### config.mk
export PLATFORM = sky130hd
export DESIGN_NAME = dbank_intc
export DESIGN_NICKNAME = d
export VERILOG_FILES = /design/src/rtl/dbi_pkg.sv /design/src/rtl/dbi_src_bank.sv /design/src/rtl/dbi_prio_table.sv /design/src/rtl/dbi_read_mux.sv /design/src/rtl/dbank_intc.sv
export SDC_FILE = /design/constraint.sdc
export NUM_CORES = 1
export LEC_CHECK = 0
export BUFFER_PORTS_ARGS = -buffer_cell sky130_fd_sc_hd__clkbuf_2
export CORE_ASPECT_RATIO = 0.9
export CORE_MARGIN = 2
export CORE_UTILIZATION = 30
export CTS_BUF_LIST = sky130_fd_sc_hd__clkbuf_4 sky130_fd_sc_hd__clkbuf_8 sky130_fd_sc_hd__clkbuf_16
export CTS_CLUSTER_DIAMETER = 60
export DETAILED_ROUTE_END_ITERATION = 10
export GPL_TIMING_DRIVEN = 1
export PLACE_DENSITY_LB_ADDON = 0.05
export SYNTH_ARGS = -nofsm -noshare
export SYNTH_HDL_FRONTEND = slang
export SYNTH_SLANG_ARGS = --single-unit
### constraint.sdc
create_clock -name clk_i -period 2.9 [get_ports clk_i]
set_input_delay 0.435 -clock clk_i [delete_from_list [all_inputs] [get_ports clk_i]]
set_output_delay 0.435 -clock clk_i [all_outputs]
set_load 0.02 [all_outputs]
### src/rtl/dbi_pkg.sv
// Shared constants and types for the two-bank interrupt controller.
// Assumes byte offsets fit in 8 bits and registers are 32 bits wide.
package dbi_pkg;
    localparam int ADDR_W = 8;
    localparam int REG_W  = 32;

    // Register offsets; the priority-table bases define entry decoding.
    localparam logic [ADDR_W-1:0] OFS_IRQ_LO  = 8'h00;
    localparam logic [ADDR_W-1:0] OFS_ENA_LO  = 8'h04;
    localparam logic [ADDR_W-1:0] OFS_STR_LO  = 8'h08;
    localparam logic [ADDR_W-1:0] OFS_FIQ_LO  = 8'h0C;
    localparam logic [ADDR_W-1:0] OFS_RAW_LO  = 8'h10;
    localparam logic [ADDR_W-1:0] OFS_CTRL    = 8'h14;
    localparam logic [ADDR_W-1:0] OFS_WINNER  = 8'h18;
    localparam logic [ADDR_W-1:0] OFS_PRI_LO  = 8'h1C;
    localparam logic [ADDR_W-1:0] OFS_IRQ_HI  = 8'h9C;
    localparam logic [ADDR_W-1:0] OFS_ENA_HI  = 8'hA0;
    localparam logic [ADDR_W-1:0] OFS_STR_HI  = 8'hA4;
    localparam logic [ADDR_W-1:0] OFS_FIQ_HI  = 8'hA8;
    localparam logic [ADDR_W-1:0] OFS_RAW_HI  = 8'hAC;
    localparam logic [ADDR_W-1:0] OFS_PRI_HI  = 8'hB0;

    // One stored priority entry: the valid flag (bit 31) and source id (bits 5:0).
    typedef struct packed {
        logic       vld;
        logic [5:0] id;
    } prio_ent_t;

    // Byte offset of priority entry k.
    function automatic logic [ADDR_W-1:0] prio_ofs(input int k);
        if (k < 32) return OFS_PRI_LO + ADDR_W'(4 * k);
        else        return OFS_PRI_HI + ADDR_W'(4 * (k - 32));
    endfunction
endpackage

### src/rtl/dbi_src_bank.sv
// Source state for both banks: enable, steering, pending and the idle control.
// Computes the registered fast, normal and wake requests.
// Assumes 32 < NUM_SRC <= 64 so the high bank is partly populated.
module dbi_src_bank
    import dbi_pkg::*;
#(
    parameter int NUM_SRC = 40
) (
    input  logic               clk_i,
    input  logic               rst_ni,
    input  logic [NUM_SRC-1:0] src_i,
    input  logic               halted_i,
    input  logic               wr_i,
    input  logic [ADDR_W-1:0]  waddr_i,
    input  logic [REG_W-1:0]   wdata_i,
    output logic [NUM_SRC-1:0] ena_o,
    output logic [NUM_SRC-1:0] str_o,
    output logic [NUM_SRC-1:0] pend_o,
    output logic               idle_dis_o,
    output logic               fiq_o,
    output logic               irq_o,
    output logic               wake_o
);
    localparam int HI_W = NUM_SRC - REG_W;

    logic [NUM_SRC-1:0] ena_q, str_q, pend_q;
    logic               idle_dis_q;
    logic [NUM_SRC-1:0] live;
    logic [NUM_SRC-1:0] wake_set;

    // Pending copies the inputs every edge; reset clears it.
    always_ff @(posedge clk_i) begin
        if (!rst_ni) pend_q <= '0;
        else         pend_q <= src_i;
    end

    // Software-written enable, steering and idle control registers.
    always_ff @(posedge clk_i) begin
        if (!rst_ni) begin
            ena_q      <= '0;
            str_q      <= '0;
            idle_dis_q <= 1'b0;
        end else if (wr_i) begin
            unique case (waddr_i)
                OFS_ENA_LO: ena_q[REG_W-1:0]       <= wdata_i;
                OFS_ENA_HI: ena_q[NUM_SRC-1:REG_W] <= wdata_i[HI_W-1:0];
                OFS_STR_LO: str_q[REG_W-1:0]       <= wdata_i;
                OFS_STR_HI: str_q[NUM_SRC-1:REG_W] <= wdata_i[HI_W-1:0];
                OFS_CTRL:   idle_dis_q             <= wdata_i[0];
                default: ;
            endcase
        end
    end

    // Sources that are high and enabled; wake set widens with the idle mask.
    always_comb begin
        live     = src_i & ena_q;
        wake_set = src_i & (ena_q | {NUM_SRC{~idle_dis_q}});
    end

    // Output requests, one register stage after inputs and state.
    always_ff @(posedge clk_i) begin
        if (!rst_ni) begin
            fiq_o  <= 1'b0;
            irq_o  <= 1'b0;
            wake_o <= 1'b0;
        end else begin
            fiq_o  <= |(live & str_q);
            irq_o  <= |(live & ~str_q);
            wake_o <= halted_i & (|wake_set);
        end
    end

    assign ena_o      = ena_q;
    assign str_o      = str_q;
    assign pend_o     = pend_q;
    assign idle_dis_o = idle_dis_q;
endmodule

### src/rtl/dbi_prio_table.sv
// Table of NUM_SRC priority entries, each holding a valid flag and a source id.
// A write stores bit 31 and bits 5:0 only. Read is combinational with a hit flag.
module dbi_prio_table
    import dbi_pkg::*;
#(
    parameter int NUM_SRC = 40
) (
    input  logic              clk_i,
    input  logic              rst_ni,
    input  logic              wr_i,
    input  logic [ADDR_W-1:0] addr_i,
    input  logic [REG_W-1:0]  wdata_i,
    output logic [REG_W-1:0]  rdata_o,
    output logic              hit_o
);
    prio_ent_t          ent_q [NUM_SRC];
    logic [NUM_SRC-1:0] sel;

    for (genvar k = 0; k < NUM_SRC; k++) begin : g_ent
        localparam logic [ADDR_W-1:0] MY_OFS = prio_ofs(k);
        assign sel[k] = (addr_i == MY_OFS);

        // Entry storage with the write mask applied.
        always_ff @(posedge clk_i) begin
            if (!rst_ni)              ent_q[k] <= '0;
            else if (wr_i && sel[k])  ent_q[k] <= '{vld: wdata_i[31], id: wdata_i[5:0]};
        end
    end

    // Read mux over the selected entry.
    always_comb begin
        rdata_o = '0;
        for (int k = 0; k < NUM_SRC; k++) begin
            if (sel[k]) rdata_o = {ent_q[k].vld, 25'b0, ent_q[k].id};
        end
        hit_o = |sel;
    end
endmodule

### src/rtl/dbi_read_mux.sv
// Combinational register read decode for the controller.
// Assumes the priority table reports its own hits; anything else unmapped reads zero.
module dbi_read_mux
    import dbi_pkg::*;
#(
    parameter int NUM_SRC = 40
) (
    input  logic [ADDR_W-1:0]  addr_i,
    input  logic [NUM_SRC-1:0] ena_i,
    input  logic [NUM_SRC-1:0] str_i,
    input  logic [NUM_SRC-1:0] pend_i,
    input  logic               idle_dis_i,
    input  logic [REG_W-1:0]   hp_word_i,
    input  logic [REG_W-1:0]   prio_rdata_i,
    input  logic               prio_hit_i,
    output logic [REG_W-1:0]   rdata_o
);
    localparam int PAD_W = 2 * REG_W;

    logic [PAD_W-1:0] ena_p, str_p, pend_p, irqv, fiqv;

    // Widen both banks to 64 bits and form the steered pending views.
    always_comb begin
        ena_p  = {{(PAD_W-NUM_SRC){1'b0}}, ena_i};
        str_p  = {{(PAD_W-NUM_SRC){1'b0}}, str_i};
        pend_p = {{(PAD_W-NUM_SRC){1'b0}}, pend_i};
        irqv   = pend_p & ~str_p & ena_p;
        fiqv   = pend_p &  str_p & ena_p;
    end

    // Offset decode.
    always_comb begin
        unique case (addr_i)
            OFS_IRQ_LO: rdata_o = irqv[REG_W-1:0];
            OFS_IRQ_HI: rdata_o = irqv[PAD_W-1:REG_W];
            OFS_FIQ_LO: rdata_o = fiqv[REG_W-1:0];
            OFS_FIQ_HI: rdata_o = fiqv[PAD_W-1:REG_W];
            OFS_RAW_LO: rdata_o = pend_p[REG_W-1:0];
            OFS_RAW_HI: rdata_o = pend_p[PAD_W-1:REG_W];
            OFS_ENA_LO: rdata_o = ena_p[REG_W-1:0];
            OFS_ENA_HI: rdata_o = ena_p[PAD_W-1:REG_W];
            OFS_STR_LO: rdata_o = str_p[REG_W-1:0];
            OFS_STR_HI: rdata_o = str_p[PAD_W-1:REG_W];
            OFS_CTRL:   rdata_o = {31'b0, idle_dis_i};
            OFS_WINNER: rdata_o = hp_word_i;
            default:    rdata_o = prio_hit_i ? prio_rdata_i : '0;
        endcase
    end
endmodule

### src/rtl/dbank_intc.sv
// Top of the two-bank interrupt controller: source bank state, priority table
// and read decode. Writes take effect at the clock edge; reads are combinational.
module dbank_intc
    import dbi_pkg::*;
#(
    parameter int NUM_SRC = 40
) (
    input  logic               clk_i,
    input  logic               rst_ni,
    input  logic [NUM_SRC-1:0] src_i,
    input  logic               halted_i,
    input  logic               bus_wr_i,
    input  logic [ADDR_W-1:0]  bus_addr_i,
    input  logic [REG_W-1:0]   bus_wdata_i,
    output logic [REG_W-1:0]   bus_rdata_o,
    input  logic [REG_W-1:0]   hp_word_i,
    output logic               fiq_o,
    output logic               irq_o,
    output logic               wake_o
);
    logic [NUM_SRC-1:0] ena_w, str_w, pend_w;
    logic               idle_dis_w;
    logic [REG_W-1:0]   prio_rdata;
    logic               prio_hit;

    dbi_src_bank #(.NUM_SRC(NUM_SRC)) u_bank (
        .clk_i      (clk_i),
        .rst_ni     (rst_ni),
        .src_i      (src_i),
        .halted_i   (halted_i),
        .wr_i       (bus_wr_i),
        .waddr_i    (bus_addr_i),
        .wdata_i    (bus_wdata_i),
        .ena_o      (ena_w),
        .str_o      (str_w),
        .pend_o     (pend_w),
        .idle_dis_o (idle_dis_w),
        .fiq_o      (fiq_o),
        .irq_o      (irq_o),
        .wake_o     (wake_o)
    );

    dbi_prio_table #(.NUM_SRC(NUM_SRC)) u_prio (
        .clk_i   (clk_i),
        .rst_ni  (rst_ni),
        .wr_i    (bus_wr_i),
        .addr_i  (bus_addr_i),
        .wdata_i (bus_wdata_i),
        .rdata_o (prio_rdata),
        .hit_o   (prio_hit)
    );

    dbi_read_mux #(.NUM_SRC(NUM_SRC)) u_rmux (
        .addr_i       (bus_addr_i),
        .ena_i        (ena_w),
        .str_i        (str_w),
        .pend_i       (pend_w),
        .idle_dis_i   (idle_dis_w),
        .hp_word_i    (hp_word_i),
        .prio_rdata_i (prio_rdata),
        .prio_hit_i   (prio_hit),
        .rdata_o      (bus_rdata_o)
    );
endmodule

==> impl_results.md <==
* Status: finished with violations
* Failing checks: negative setup slack
* Initial DRC count at 2179
* First-pass GRT wire length at 140000 um
* Core area at 70000 um2
* Worst Setup Slack, final at -0.394 ns
* Slew @ Worst Pin at 0.828 ns
* Largest net degree at the start of global routing at 117
* Die width at 284 um
* Fin area at 28900 um2
* Max Cap Viol at 0
* Hold/Removal Path Class: input port to flop
* Die Span Y at 256 um
* Nets@finish at 2681
* Num CTS Buffers at 49
* Hold buffers post-CTS at 0
* Period utilization at 114%
* Residual DRC count at 0
* Fillers at 6933
* Critical path class: input port to primary output
* Number of buffers and inverters on the critical path at 4
* CP max FO at 6
* Sequential Area at 10900 um2
* Clk buf depth at 3
* Worst-Skew Late Latency at 0.60 ns
* CTS tree: built
* Area leader, netlist: edfxtp_1
* M1 WL at 47300 um
* HPWL after detailed placement at 70100 um
* Initial antenna violation count at 5
* CP Data Required Time at 2.47 ns
* Pre-CTS WS at -1.27 ns
* Vias in the first global route at 19353
* Global-route usage over all layers at 26.1%
* Post-synth EDFFs at 280
* Post-synth top cells: nand2_1 (348), edfxtp_1 (280), and3_1 (216), clkbuf_1 (139), dfxtp_1 (124)
* DR WL met2 at 41300 um
* Syn_nets at 2282
* Number of I/O pins at 151
* Cell Chain, Critical Path: clkbuf_16 > or4b_4 > buf_6 > nor3_2 > nor4_1 > a222oi_1 > a21oi_2 > o311ai_1 > buf_4 > nand2_4 > buf_8
* Seq/Total Area, Yosys at 51.4%
* Synth cell types at 86
* Antenna viol nets, final at 0
* Mean number of vias per cell at 5.59
* GPL Wtd Cong at 0.970
* Multi-input logic area at 10300 um2
* Fmax at 0.304 GHz
* Final hold vios at 0
* H-tree Lvls at 2
* Num rows at 92
* Wire per inst at 27.6 um
* Initial Util at 30.3%
* Clock skew at 0.0105 ns
* Top cells by area, synth: edfxtp_1 (40%), dfxtp_1 (12%), and3_1 (6.4%)
* CP endpoint kind: primary output
* Maximum vdd ir drop at 0.455 mV
* Clock Tree Root: clkbuf_16
* Drt pass-1 iters at 6
* Fin crit period at 3.29 ns
* Die ar. at 72800 um2
* Critical Path AT at 2.86 ns
* Fin util at 41.3%
* Syn avg cell area at 9.79 um2
* Synth Cell Area at 21200 um2
* Dpl cell area at 25100 um2
* Syn Inst Count at 2166
* FF+latch count, synth at 404
* Leakage power at 11.5 nW
* Max-slew violation count at 0
* Worst Setup Start Kind: input port
* Top sig layer: met5
* Final TNS setup at -3.69 ns
* Critical-path cell with the highest stage delay: or4b_4
* Most numerous cell in the Yosys netlist: nand2_1
* Sinks on Clock Net at 404
* Pwr Total at 14.1 mW
* Worst-path clk slew at 0.06 ns
* # setup viols final at 32
* Area grow syn2layout at 36.5%
* Slowest Stage Delay on Critical Path at 0.57 ns
* WL final at 98000 um
* CP top delay family: compound AO/OA/AOI/OAI gates
* Total congestion overflow at 0
* PortBufs at 150
* Slew headroom at 44.8%
* Ys flop type: edfxtp_1
* Routed length on met3 at 7180 um
* Power per cell area at 486 nW/um2
* Vias at 19835
* RSZ-0062 raised after global routing: true
* Ys async rst share at 0%
* Ys Warns at 0
* Ratio of cells with drive above 1 in the final layout at 31.4%
* Yosys top cell area share at 39.7%
==> registers in the layout, indices dropped and copies added (netlist names) <==
name	cells
u_prio.ent_q	280
u_bank.ena_o	40
u_bank.pend_o	40
u_bank.str_o	40
u_bank.fiq_o	1
u_bank.idle_dis_o	1
u_bank.irq_o	1
u_bank.wake_o	1
==> path summary, 6_finish.rpt <==
check | slack [ns] | from | cells past startpoint | endpoint
worst max-delay path | -0.39 | bus_addr_i[1] | 11 | bus_rdata_o[2]
worst min-delay path | 0.07 | halted_i | 2 | u_bank.wake_o
worst max register to register | 0.99 | u_bank.str_o[37] | 5 | u_bank.fiq_o
worst min register to register | 0.53 | u_bank.str_o[31] | 2 | u_bank.str_o[31]
==> final cells by class <==
type                       count  share of cell area, %
multi-input combinational   1549                   35.7
tap                          940                   4.07
antenna                        5                 0.0432
sequential                   404                   37.6
timing repair buffer         551                   16.7
inverter                      10                  0.130
clock buffer                  66                   4.97
clock inverter                22                  0.679
==> worst reg2reg max path, cell delays in order (launching register included) <==
cell and delay, ns:
dfxtp_1 0.42, nand3_1 0.24, nand4_1 0.32, nor4_1 0.40, nand2_1 0.15, o31a_1 0.26
==> power by group <==
| part | total [mW] | switching (mW) | internal, mW |
|---|---|---|---|
| clock network | 6.31 | 2.64 | 3.67 |
| logic | 1.22 | 0.763 | 0.459 |
| registers | 6.53 | 0.136 | 6.39 |
| total | 14.1 | 3.54 | 10.5 |
==> through the flow <==
stage	hold WS, ns	std cells
final	0.0696	3547
after global routing	0.0642	3545
after floorplan	0.470	2166
after global placement	0.510	3403
after CTS	0.0380	3522
after detailed placement	0.511	3403
==> repair_timing <==
| action | CTS | global route |
|---|---|---|
| buffers inserted | 32 | 25 |
| pin swaps | 92 | 73 |
| gates resized for setup | 284 | 111 |
| gates cloned | 5 | 2 |
| setup endpoints to repair | 32 | 32 |
| hold endpoints to repair | 0 | 0 |
==> layer usage <==
metal / up-vias / GRT usage, %
met5: - / 0
met4: 2 / 6.45
met3: 131 / 4.96
met2: 774 / 37.6
met1: 9994 / 39.7
li1: 8934 / -
==> placed cells by master, fill, tap and decap left out, types with 31 or more instances in the layout <==
cell,netlist,final
dfxtp_1,124,124
nor2_1,82,61
clkbuf_8,0,31
buf_4,5,310
and3_1,216,213
buf_6,8,52
and2_1,120,120
clkbuf_16,0,58
o21ai_0,87,70
nand3_1,81,76
o22ai_1,42,40
a222oi_1,34,34
a21oi_1,51,42
nand2_1,348,340
a21boi_0,82,81
clkbuf_2,2,107
edfxtp_1,280,280
==> logic make-up after synthesis <==
family	after synthesis	synth area share [%]
buffers and inverters	213	4.41
muxes	37	1.85
AOI/OAI and AO/OA	502	17.0
DFF	404	51.4
and+or+nand+nor	1010	25.4
Note: power is estimated with default switching activity, not from simulation.
